## src/rtl/rtc_bcd_pkg.sv

```systemverilog
package rtc_bcd_pkg;
  localparam int OFF_CTRL = 'h00;
  localparam int OFF_MODE = 'h04;
  localparam int OFF_TIME = 'h08;
  localparam int OFF_CAL  = 'h0C;
  localparam int OFF_STAT = 'h18;
  localparam int OFF_SCLR = 'h1C;
  localparam int OFF_IEN  = 'h20;
  localparam int OFF_IDIS = 'h24;
  localparam int OFF_IMSK = 'h28;

  localparam int NEVT   = 5;
  localparam int EV_ACK = 0;
  localparam int EV_ALM = 1;
  localparam int EV_SEC = 2;
  localparam int EV_TIM = 3;
  localparam int EV_CAL = 4;

  function automatic logic [7:0] bcd_inc(input logic [7:0] v);
    if (v[3:0] >= 4'd9) return {v[7:4] + 4'd1, 4'd0};
    return {v[7:4], v[3:0] + 4'd1};
  endfunction

  function automatic logic [7:0] bcd_bin(input logic [7:0] v);
    return ({4'd0, v[7:4]} * 8'd10) + {4'd0, v[3:0]};
  endfunction

  function automatic logic is_leap(input logic [7:0] yr, input logic [7:0] cen);
    logic [7:0] yb, cb;
    yb = bcd_bin(yr);
    cb = bcd_bin(cen);
    return (yb[1:0] == 2'd0) && ((yr != 8'h00) || (cb[1:0] == 2'd0));
  endfunction

  function automatic logic [7:0] month_last(input logic [7:0] mon, input logic leap);
    case (mon)
      8'h02:                      return leap ? 8'h29 : 8'h28;
      8'h04, 8'h06, 8'h09, 8'h11: return 8'h30;
      default:                    return 8'h31;
    endcase
  endfunction
endpackage

```

## src/rtl/rtc_bcd_wrap_cnt.sv

```systemverilog
module rtc_bcd_wrap_cnt #(
  parameter int           W   = 8,
  parameter logic [W-1:0] LO  = '0,
  parameter logic [W-1:0] RST = '0
) (
  input  logic         clk_i,
  input  logic         rst_ni,
  input  logic         inc_i,
  input  logic         load_i,
  input  logic [W-1:0] load_val_i,
  input  logic [W-1:0] hi_i,
  output logic [W-1:0] val_o,
  output logic         wrap_o
);
  import rtc_bcd_pkg::*;

  logic [W-1:0] val_q;

  // >= keeps an out-of-range loaded value from running away
  assign wrap_o = inc_i && (val_q >= hi_i);
  assign val_o  = val_q;

  always_ff @(posedge clk_i or negedge rst_ni) begin
    if (!rst_ni)     val_q <= RST;
    else if (load_i) val_q <= load_val_i;
    else if (inc_i)  val_q <= wrap_o ? LO : W'(bcd_inc(8'(val_q)));
  end
endmodule

```

## src/rtl/rtc_time_chain.sv

```systemverilog
module rtc_time_chain #(
  parameter int NF = 3,
  parameter int FW = 8
) (
  input  logic           clk_i,
  input  logic           rst_ni,
  input  logic           step_i,
  input  logic           load_i,
  input  logic [NF*FW-1:0] load_val_i,
  output logic [NF*FW-1:0] val_o,
  output logic           min_wrap_o,
  output logic           day_wrap_o
);
  logic [NF:0]   carry;
  logic [NF-1:0] wrap;

  assign carry[0] = step_i;

  for (genvar g = 0; g < NF; g++) begin : g_fld
    localparam logic [FW-1:0] HI = (g == NF - 1) ? FW'(8'h23) : FW'(8'h59);
    rtc_bcd_wrap_cnt #(.W(FW), .LO('0), .RST('0)) u_cnt (
      .clk_i      (clk_i),
      .rst_ni     (rst_ni),
      .inc_i      (carry[g]),
      .load_i     (load_i),
      .load_val_i (load_val_i[g*FW +: FW]),
      .hi_i       (HI),
      .val_o      (val_o[g*FW +: FW]),
      .wrap_o     (wrap[g])
    );
    assign carry[g+1] = wrap[g];
  end

  assign min_wrap_o = carry[1];
  assign day_wrap_o = carry[NF];
endmodule

```

## src/rtl/rtc_date_chain.sv

```systemverilog
module rtc_date_chain #(
  parameter int FW = 8
) (
  input  logic          clk_i,
  input  logic          rst_ni,
  input  logic          day_i,
  input  logic          load_i,
  input  logic [FW-1:0] ld_date_i,
  input  logic [FW-1:0] ld_mon_i,
  input  logic [FW-1:0] ld_year_i,
  input  logic [FW-1:0] ld_cen_i,
  input  logic [FW-1:0] ld_wday_i,
  output logic [FW-1:0] date_o,
  output logic [FW-1:0] mon_o,
  output logic [FW-1:0] year_o,
  output logic [FW-1:0] cen_o,
  output logic [FW-1:0] wday_o
);
  import rtc_bcd_pkg::*;

  logic          date_wrap, mon_wrap, year_wrap, cen_wrap, wday_wrap;
  logic [FW-1:0] date_hi;

  assign date_hi = FW'(month_last(8'(mon_o), is_leap(8'(year_o), 8'(cen_o))));

  rtc_bcd_wrap_cnt #(.W(FW), .LO(FW'(1)), .RST(FW'(1))) u_date (
    .clk_i(clk_i), .rst_ni(rst_ni), .inc_i(day_i), .load_i(load_i),
    .load_val_i(ld_date_i), .hi_i(date_hi), .val_o(date_o), .wrap_o(date_wrap));

  rtc_bcd_wrap_cnt #(.W(FW), .LO(FW'(1)), .RST(FW'(1))) u_mon (
    .clk_i(clk_i), .rst_ni(rst_ni), .inc_i(date_wrap), .load_i(load_i),
    .load_val_i(ld_mon_i), .hi_i(FW'(8'h12)), .val_o(mon_o), .wrap_o(mon_wrap));

  rtc_bcd_wrap_cnt #(.W(FW), .LO('0), .RST('0)) u_year (
    .clk_i(clk_i), .rst_ni(rst_ni), .inc_i(mon_wrap), .load_i(load_i),
    .load_val_i(ld_year_i), .hi_i(FW'(8'h99)), .val_o(year_o), .wrap_o(year_wrap));

  rtc_bcd_wrap_cnt #(.W(FW), .LO('0), .RST(FW'(8'h20))) u_cen (
    .clk_i(clk_i), .rst_ni(rst_ni), .inc_i(year_wrap), .load_i(load_i),
    .load_val_i(ld_cen_i), .hi_i(FW'(8'h79)), .val_o(cen_o), .wrap_o(cen_wrap));

  rtc_bcd_wrap_cnt #(.W(FW), .LO(FW'(1)), .RST(FW'(1))) u_wday (
    .clk_i(clk_i), .rst_ni(rst_ni), .inc_i(day_i), .load_i(load_i),
    .load_val_i(ld_wday_i), .hi_i(FW'(7)), .val_o(wday_o), .wrap_o(wday_wrap));

  logic unused_wrap;
  assign unused_wrap = cen_wrap ^ wday_wrap;
endmodule

```

## src/rtl/rtc_irq_ctrl.sv

```systemverilog
module rtc_irq_ctrl #(
  parameter int N = 5
) (
  input  logic         clk_i,
  input  logic         rst_ni,
  input  logic [N-1:0] set_i,
  input  logic [N-1:0] clr_i,
  input  logic [N-1:0] ien_i,
  input  logic [N-1:0] idis_i,
  output logic [N-1:0] status_o,
  output logic [N-1:0] mask_o,
  output logic         irq_o
);
  logic [N-1:0] status_q, mask_q;

  always_ff @(posedge clk_i or negedge rst_ni) begin
    if (!rst_ni) begin
      status_q <= '0;
      mask_q   <= '0;
    end else begin
      status_q <= (status_q & ~clr_i) | set_i;  // new event wins over clear
      mask_q   <= (mask_q | ien_i) & ~idis_i;
    end
  end

  assign status_o = status_q;
  assign mask_o   = mask_q;
  assign irq_o    = |(status_q & mask_q);
endmodule

```

## src/rtl/rtc_bcd_core.sv

```systemverilog
module rtc_bcd_core #(
  parameter int AW = 6,
  parameter int DW = 32
) (
  input  logic          clk_i,
  input  logic          rst_ni,
  input  logic          tick_i,
  input  logic          bus_req_i,
  input  logic          bus_we_i,
  input  logic [AW-1:0] bus_addr_i,
  input  logic [DW-1:0] bus_wdata_i,
  output logic [DW-1:0] bus_rdata_o,
  output logic          irq_o
);
  import rtc_bcd_pkg::*;

  localparam int FW = 8;
  localparam int NF = 3;

  logic [1:0]      ctrl_q;
  logic            ack_done_q;
  logic            ack_set;
  logic            wr, rd;
  logic            ld_time, ld_cal;
  logic            step_t, day_inc, min_wrap, day_wrap;
  logic [NF*FW-1:0] t_val, t_load;
  logic [FW-1:0]   date, mon, year, cen, wday;
  logic [31:0]     time_word, cal_word, wd32;
  logic [NEVT-1:0] status, mask, ev_set, ev_clr, ev_ien, ev_idis;
  logic [31:0]     rd_word;

  assign wd32 = 32'(bus_wdata_i);
  assign wr   = bus_req_i && bus_we_i;
  assign rd   = bus_req_i && !bus_we_i;

  // request handshake
  assign ack_set = tick_i && (ctrl_q != 2'b00) && !ack_done_q;

  always_ff @(posedge clk_i or negedge rst_ni) begin
    if (!rst_ni) begin
      ctrl_q     <= '0;
      ack_done_q <= 1'b0;
    end else begin
      if (wr && bus_addr_i == AW'(OFF_CTRL)) ctrl_q <= wd32[1:0];
      if (ctrl_q == 2'b00) ack_done_q <= 1'b0;
      else if (ack_set)    ack_done_q <= 1'b1;
    end
  end

  assign ld_time = wr && (bus_addr_i == AW'(OFF_TIME)) && ctrl_q[0] && ack_done_q;
  assign ld_cal  = wr && (bus_addr_i == AW'(OFF_CAL))  && ctrl_q[1] && ack_done_q;

  // counting chains
  assign step_t  = tick_i && !ctrl_q[0];
  assign day_inc = day_wrap && !ctrl_q[1];
  assign t_load  = {2'b00, wd32[21:16], 1'b0, wd32[14:8], 1'b0, wd32[6:0]};

  rtc_time_chain #(.NF(NF), .FW(FW)) u_time (
    .clk_i      (clk_i),
    .rst_ni     (rst_ni),
    .step_i     (step_t),
    .load_i     (ld_time),
    .load_val_i (t_load),
    .val_o      (t_val),
    .min_wrap_o (min_wrap),
    .day_wrap_o (day_wrap)
  );

  rtc_date_chain #(.FW(FW)) u_date (
    .clk_i     (clk_i),
    .rst_ni    (rst_ni),
    .day_i     (day_inc),
    .load_i    (ld_cal),
    .ld_date_i ({2'b00, wd32[29:24]}),
    .ld_mon_i  ({3'b000, wd32[20:16]}),
    .ld_year_i (wd32[15:8]),
    .ld_cen_i  ({1'b0, wd32[6:0]}),
    .ld_wday_i ({5'b00000, wd32[23:21]}),
    .date_o    (date),
    .mon_o     (mon),
    .year_o    (year),
    .cen_o     (cen),
    .wday_o    (wday)
  );

  assign time_word = {10'd0, t_val[21:16], 1'b0, t_val[14:8], 1'b0, t_val[6:0]};
  assign cal_word  = {2'b00, date[5:0], wday[2:0], mon[4:0], year, 1'b0, cen[6:0]};

  // events and interrupt
  always_comb begin
    ev_set         = '0;
    ev_set[EV_ACK] = ack_set;
    ev_set[EV_ALM] = 1'b0;
    ev_set[EV_SEC] = step_t;
    ev_set[EV_TIM] = min_wrap;
    ev_set[EV_CAL] = day_inc;
  end

  assign ev_clr  = (wr && bus_addr_i == AW'(OFF_SCLR)) ? wd32[NEVT-1:0] : '0;
  assign ev_ien  = (wr && bus_addr_i == AW'(OFF_IEN))  ? wd32[NEVT-1:0] : '0;
  assign ev_idis = (wr && bus_addr_i == AW'(OFF_IDIS)) ? wd32[NEVT-1:0] : '0;

  rtc_irq_ctrl #(.N(NEVT)) u_irq (
    .clk_i    (clk_i),
    .rst_ni   (rst_ni),
    .set_i    (ev_set),
    .clr_i    (ev_clr),
    .ien_i    (ev_ien),
    .idis_i   (ev_idis),
    .status_o (status),
    .mask_o   (mask),
    .irq_o    (irq_o)
  );

  // read path; mode and write-only offsets read 0
  always_comb begin
    rd_word = '0;
    if (rd) begin
      case (bus_addr_i)
        AW'(OFF_CTRL): rd_word = {30'd0, ctrl_q};
        AW'(OFF_TIME): rd_word = time_word;
        AW'(OFF_CAL):  rd_word = cal_word;
        AW'(OFF_STAT): rd_word = 32'(status);
        AW'(OFF_IMSK): rd_word = 32'(mask);
        default:       rd_word = '0;
      endcase
    end
  end

  assign bus_rdata_o = DW'(rd_word);

  logic unused_bits;
  assign unused_bits = ^{bus_wdata_i, t_val[23:22], t_val[15], t_val[7],
                         date[7:6], mon[7:5], cen[7], wday[7:3]};
endmodule

```

## config.mk

```make
export PLATFORM = sky130hd
export DESIGN_NAME = rtc_bcd_core
export DESIGN_NICKNAME = d
export VERILOG_FILES = /design/src/rtl/rtc_bcd_pkg.sv /design/src/rtl/rtc_bcd_wrap_cnt.sv /design/src/rtl/rtc_time_chain.sv /design/src/rtl/rtc_date_chain.sv /design/src/rtl/rtc_irq_ctrl.sv /design/src/rtl/rtc_bcd_core.sv
export SDC_FILE = /design/constraint.sdc
export NUM_CORES = 1
export LEC_CHECK = 0
export BUFFER_PORTS_ARGS = -buffer_cell sky130_fd_sc_hd__buf_2
export CORE_MARGIN = 2
export CORE_UTILIZATION = 38
export DETAILED_ROUTE_END_ITERATION = 16
export GPL_ROUTABILITY_DRIVEN = 0
export PLACE_DENSITY_LB_ADDON = 0.25
export SETUP_SLACK_MARGIN = 0.1
export SYNTH_ARGS = -nofsm -noshare
export SYNTH_HDL_FRONTEND = slang
export SYNTH_SLANG_ARGS = --single-unit
```

## constraint.sdc

```tcl
create_clock -name clk_i -period 3.6 [get_ports clk_i]
set_clock_uncertainty 0.2 [all_clocks]
set_input_delay 0.36 -clock clk_i [delete_from_list [all_inputs] [get_ports clk_i]]
set_output_delay 0.36 -clock clk_i [all_outputs]
set_load 0.01 [all_outputs]
```

After elaboration in Yosys (flattened, before gate mapping)
Cells that the tools add are included.
{"block": "op_classes", "add_sub_neg": 18, "multipliers": 2, "order_cmp": 16, "n_eq_ne": 12, "n_mux": 73, "bitwise_logic": 7, "n_reduce_logical": 62}
{"cell": "8-bit two-way mux", "n": 40}
{"cell": "30-bit one-hot mux with 5 select lines", "n": 1}
{"cell": "4-bit by 1-bit adder with 4-bit output, second input constant", "n": 16}
{"cell": "4-bit >= comparator, second input constant", "n": 8}
{"cell": "30-bit two-way mux", "n": 1}
{"cell": "1-bit two-way mux", "n": 27}
{"cell": "1-bit logical AND", "n": 25}
{"cell": "8-bit by 7-bit >= comparator with 1-bit output, second input constant", "n": 3}
{"cell": "3-bit nonzero test", "n": 8}
{"cell": "6-bit == test, second input constant", "n": 3}
{"cell": "2-bit nonzero test", "n": 9}
{"cell": "8-bit by 3-bit == test with 1-bit output, second input constant", "n": 2}
{"cell": "2-bit AND reduction", "n": 8}
{"cell": "5-bit bitwise AND", "n": 3}
{"cell": "5-bit two-way mux", "n": 3}
{"cell": "6-bit by 4-bit == test with 1-bit output, second input constant", "n": 2}
{"cell": "6-bit by 5-bit == test with 1-bit output, second input constant", "n": 2}
{"cell": "5-bit inverter", "n": 2}
{"cell": "5-bit bitwise OR", "n": 2}
{"cell": "5-bit one-hot mux with 2 select lines", "n": 1}
{"cell": "8-bit by 2-bit == test with 1-bit output, second input constant", "n": 1}
{"cell": "8-bit by 4-bit == test with 1-bit output, second input constant", "n": 1}
{"cell": "8-bit by 5-bit == test with 1-bit output, second input constant", "n": 1}
{"cell": "8-bit by 3-bit >= comparator with 1-bit output, second input constant", "n": 1}
{"cell": "other kinds (13)", "n": 20}
{"block": "totals", "register_bits": 77, "input_bits": 43, "out_inout_bits": 33, "wordCells": 210}

Depth between registers and ports, before layout
{"block": "depth", "word_depth": 17, "depth_mapped": 15, "mapped_depth_nobuf": 14}

Hierarchy
From an unflattened synthesis, not the netlist that was laid out.
{"block": "unflattened", "cells_unflattened": 904, "hier_area_um2": 7798.7}
{"mod": "rtc_bcd_wrap_cnt (u_date.u_year ...)", "n_inst": 3, "cells_each": 92, "area_each_um2": 819.5, "seq_area_each_um2": 200.2}
{"mod": "rtc_bcd_wrap_cnt (u_date.u_date ...)", "n_inst": 3, "cells_each": 86, "area_each_um2": 758.2, "seq_area_each_um2": 201.4}
{"mod": "rtc_bcd_core", "n_inst": 1, "cells_each": 125, "area_each_um2": 894.6, "seq_area_each_um2": 75.1}
{"mod": "rtc_bcd_wrap_cnt (u_time.g_fld[0].u_cnt)", "n_inst": 1, "cells_each": 99, "area_each_um2": 850.8, "seq_area_each_um2": 200.2}
{"mod": "rtc_bcd_wrap_cnt (u_date.u_cen)", "n_inst": 1, "cells_each": 92, "area_each_um2": 820.8, "seq_area_each_um2": 201.4}
{"mod": "rtc_irq_ctrl", "n_inst": 1, "cells_each": 33, "area_each_um2": 366.6, "seq_area_each_um2": 250.2}
{"mod": "rtc_date_chain", "n_inst": 1, "cells_each": 19, "area_each_um2": 125.1, "seq_area_each_um2": 0.0}
{"mod": "rtc_time_chain", "n_inst": 1, "cells_each": 2, "area_each_um2": 7.5, "seq_area_each_um2": 0.0}

Worst setup path before layout
Ideal clock, no wire load.
{"block": "synth_path", "path_type": "reg-to-reg", "startpoint": "register u_date.u_mon.val_q[0] (netlist: u_date.u_mon.val_o[0])", "endpoint": "register u_date.u_year.val_q[6] (netlist: u_date.u_year.val_o[6])", "setup_time_ps": 87, "t_arrival_ps": 3478, "required_time_ps": 3313, "setup_slack_ps": -164, "stages_incl_launch_ff": 15, "n_path_buf": 0, "period_less_slack_ps": 3764, "cell_sequence": "dfstp_2 > inv_1 > ha_1 > o211ai_1 > a21oi_1 > a31oi_1 > nor3_1 > a21oi_1 > ha_1 > nor4b_1 > o22ai_1 > o31ai_1 > o31ai_1 > or4b_2 > o211ai_1"}
{"block": "synth_via", "elab_chain_cells": 10, "word_cells_on_any_way": 18, "classes_between": "2 x order compare; 5 x eq/ne; 4 x mux; 7 x reduce/logical"}
{"item": "start, declared", "line_no": "rtc_bcd_wrap_cnt.sv:17", "rtl": "logic [W-1:0] val_q;"}
{"item": "start signal, assigned", "line_no": "rtc_bcd_wrap_cnt.sv:25", "rtl": "else if (load_i) val_q <= load_val_i;"}
{"item": "start signal, assigned", "line_no": "rtc_bcd_wrap_cnt.sv:26", "rtl": "else if (inc_i) val_q <= wrap_o ? LO : W'(bcd_inc(8'(val_q)));"}
{"item": "8-bit by 3-bit == test with 1-bit output (tied with other cells)", "line_no": "rtc_bcd_pkg.sv:36", "rtl": "case (mon)"}
{"item": "4-bit OR reduction", "line_no": "rtc_bcd_pkg.sv:36"}
{"item": "5-bit one-hot mux with 2 select lines", "line_no": "rtc_bcd_pkg.sv:36"}
{"item": "8-bit by 6-bit >= comparator with 1-bit output", "line_no": "rtc_bcd_wrap_cnt.sv:20", "rtl": "assign wrap_o = inc_i && (val_q >= hi_i);"}
{"item": "1-bit logical AND", "line_no": "rtc_bcd_wrap_cnt.sv:20"}
{"item": "1-bit logical AND (*)", "line_no": "rtc_bcd_wrap_cnt.sv:20"}
{"item": "1-bit logical AND", "line_no": "rtc_bcd_wrap_cnt.sv:20"}
{"item": "8-bit two-way mux (2 in a row)", "line_no": "rtc_bcd_wrap_cnt.sv:26"}
{"item": "8-bit two-way mux", "line_no": "rtc_bcd_wrap_cnt.sv:25"}
{"item": "end signal, assigned", "line_no": "rtc_bcd_wrap_cnt.sv:25"}
{"item": "end signal, assigned", "line_no": "rtc_bcd_wrap_cnt.sv:26"}
{"item": "end, declared", "line_no": "rtc_bcd_wrap_cnt.sv:17"}
Every way passes the cells marked *; elsewhere a longest branch is shown, timed or not. The select of a mux whose other input is x is not followed.
A chain may end at the register's enable or synchronous reset.

Final worst setup path
Ends and elaborated chain as after synthesis.

==> impl_metrics.tcl <==
set metrics [dict create \
    drt-total-wl_um 16200 \
    min_period_ps 3520 \
    end_kind "register" \
    antenna_found_initial 0 \
    drt-pass1-iter-count 5 \
    ys.flop_type "dfrtp_1" \
    avgViaCountPerCell 5.75 \
    initial_utilization_pct 39.3 \
    grt_usage_pct 21.2 \
    cts_buffers 9 \
    r2r_slack_ps 80 \
    drc 0 \
    cpMaxStageDelayCell "dfstp_2" \
    avgSynthCellArea_um2 8.37 \
    use_met3_pct 4.34 \
    fin_crit_sh_pct 97.8 \
    cts_sinks 77 \
    status "finished with violations" \
    ir_drop_uv 196 \
    setup_viol 0 \
    use_met1_pct 26.6 \
    cp-start-kind "register" \
    p_leak_nw 3.08 \
    slew_violations 0 \
    dieArea_um2 15400 \
    gr-total-overflow 0 \
    violations "hold timing" \
    fin_util_pct 47.5 \
    core_um2 14000 \
    routedWlPerCell_um 17.5 \
    layout.nets 830 \
    final_common_cell "nor2_1" \
    yosysSeqAreaShare_pct 35.1 \
    drt-initial-drc-count 388 \
    finalPower_mw 2.22 \
    synth_edf_count 0 \
    clock_path_buffers 2 \
    critPathRequiredTime_ps 3660 \
    ys_types 71 \
    slew_headroom_pct 32.3 \
    criticalPathCategory "register to register" \
    met2_usage_pct 35.3 \
    grt_most_used_layer "met2" \
    dpl.hpwl_um 12000 \
    drive_above_1_share_pct 21.2 \
    final_cell_mix "nor2_1 (77), dfrtp_1 (71), buf_2 (68)" \
    critical_path_buf_inv_count 1 \
    antenna_cells 0 \
    max_stage_delay_ps 560 \
    path_clk_slew_ps 60 \
    rsz0062_at_grt "true" \
    die_h_um 124 \
    drv_cap 0 \
    tightest_slew_ps 1020 \
    power_density_nw_per_um2 334 \
    final_hold_viol_count 21 \
    path_cells "inv_4, ha_2, o211ai_1, a21oi_1, a31oi_1, nor3_2, a21oi_1, ha_1, nor4b_4, o22ai_4, o31ai_4, o31ai_2, or4b_4, o211ai_1" \
    cp.arrival_ps 3580 \
    yosys_warnings 0 \
    area_growth_pct 20.8 \
    vias 5321 \
    fin_area_um2 6640 \
    synth-async-reset-ratio_pct 100 \
    stdcell_count 926 \
    htreeDepth 3 \
    grt_max_degree 78 \
    dp.cells 905 \
    dpl-instance-area_um2 6170 \
    synth-seq-cells 77 \
    fp.dieW_um 124 \
    fmax_ghz 0.284 \
    cp_max_fo 4 \
    syn_inst 657 \
    place.port_buffers 69 \
    worstSkewPairLatency_ps 350 \
    holdCritPathClass "primary input to async pin" \
    critical_path.top_delay_family "compound AO/OA/AOI/OAI gates" \
    grt_pass1_vias 5461 \
    grt_first_pass_wirelength_um 26900 \
    root_buffer "clkbuf_16" \
    syn_area_um2 5500 \
    ant_nets 0 \
    cts_tree "yes" \
    pin_count 76 \
    num_rows 43 \
    hold_ws_ps -28.2 \
]
==> metal layers <==
layer	up-vias	share of wire, %
met1	2569	44
met2	170	48
met5	-	0
met3	33	4.8
li1	2549	-
met4	0	3.0
==> worst register-to-register path, cell delays in order (launching register included) <==
cell and delay (ps):
dfstp_2 560, inv_4 50, ha_2 180, o211ai_1 160, a21oi_1 90, a31oi_1 190
nor3_2 70, a21oi_1 160, ha_1 280, nor4b_4 310, o22ai_4 140, o31ai_4 340
o31ai_2 110, or4b_4 500, o211ai_1 110
==> state kept, by name, indices dropped and copies added, names as in the netlist <==
| register | count |
|---|---|
| ctrl_q | 2 |
| ack_done_q | 1 |
| u_date.u_date.val_o | 8 |
| u_date.u_mon.val_o | 8 |
| u_time.g_fld.u_cnt.val_o | 24 |
| u_irq.status_o | 5 |
| u_date.u_wday.val_o | 8 |
| u_date.u_year.val_o | 8 |
| u_irq.mask_o | 5 |
| u_date.u_cen.val_o | 8 |
==> Yosys cell counts (12+ instances only) <==
library cell	count	area, um2
a21oi_1	44	220
a22oi_1	30	225
a31oi_1	12	75.1
and2_1	15	93.8
clkbuf_1	22	82.6
dfrtp_1	73	1830
ha_1	46	576
inv_1	42	158
nand2_1	68	255
nand3_1	18	90.1
nor2_1	77	289
nor3_1	15	75.1
o21ai_0	44	220
==> path summary, 6_finish.rpt <==
| kind | from | to | cells past startpoint |
|---|---|---|---|
| max in group asynchronous | rst_ni | u_date.u_mon.val_o[4] | 1 |
| hold reg to reg | u_date.u_wday.val_o[6] | u_date.u_wday.val_o[6] | 2 |
| hold / removal | rst_ni | u_time.g_fld[2].u_cnt.val_o[0] | 1 |
| setup reg to reg | u_date.u_mon.val_o[0] | u_date.u_year.val_o[6] | 14 |
| setup / recovery | u_date.u_mon.val_o[0] | u_date.u_year.val_o[6] | 14 |
| min in group clk_i | bus_wdata_i[27] | u_date.u_date.val_o[3] | 3 |
==> cells by family after synthesis <==
group | Yosys count | synth area share, %
other | 1 | 0.0682
AO/OA/AOI/OAI | 192 | 23.3
multiplexers | 8 | 1.50
AND/OR/NAND/NOR | 261 | 24.2
flip-flops | 77 | 35.1
buffers and inverters | 70 | 5.03
adder cells (fa/ha/maj) | 46 | 10.5
XOR/XNOR | 2 | 0.319
==> report_power, final <==
part           internal, mW  leakage [nW]  switching (mW)
combinational         0.121          1.99           0.192
sequential            0.920         0.950          0.0704
clock                 0.556         0.141           0.361
total                  1.60          3.08           0.623
==> repair_timing <==
action	4_1_cts	5_1_grt
buffers inserted	0	6
hold buffers	0	0
pin swaps	1	19
endpoints found under the setup margin	10	21
gates cloned	0	0
resized for setup	3	31
==> layout make-up <==
cell class / instances / area [um2]
multi-input combinational: 512 / 3450
tap: 180 / 225
fill: 1383 / 7350
clock inverter: 2 / 35.0
timing repair buffer: 99 / 577
inverter: 42 / 160
clock buffer: 14 / 254
sequential: 77 / 1930
==> per-stage QoR <==
step | setup TNS [ps] | setup slack, ps | hold WS [ps]
3_5_place_dp | -75.6 | -26.4 | 258
2_1_floorplan | 0 | 186 | -136
6_report | 0 | 79.4 | -28.2
5_1_grt | -560 | -109 | 40.6
3_3_place_gp | 0 | 63.3 | 255
4_1_cts | 0 | 90.8 | 12.8
No activity file was read; power rests on OpenSTA's default activity.
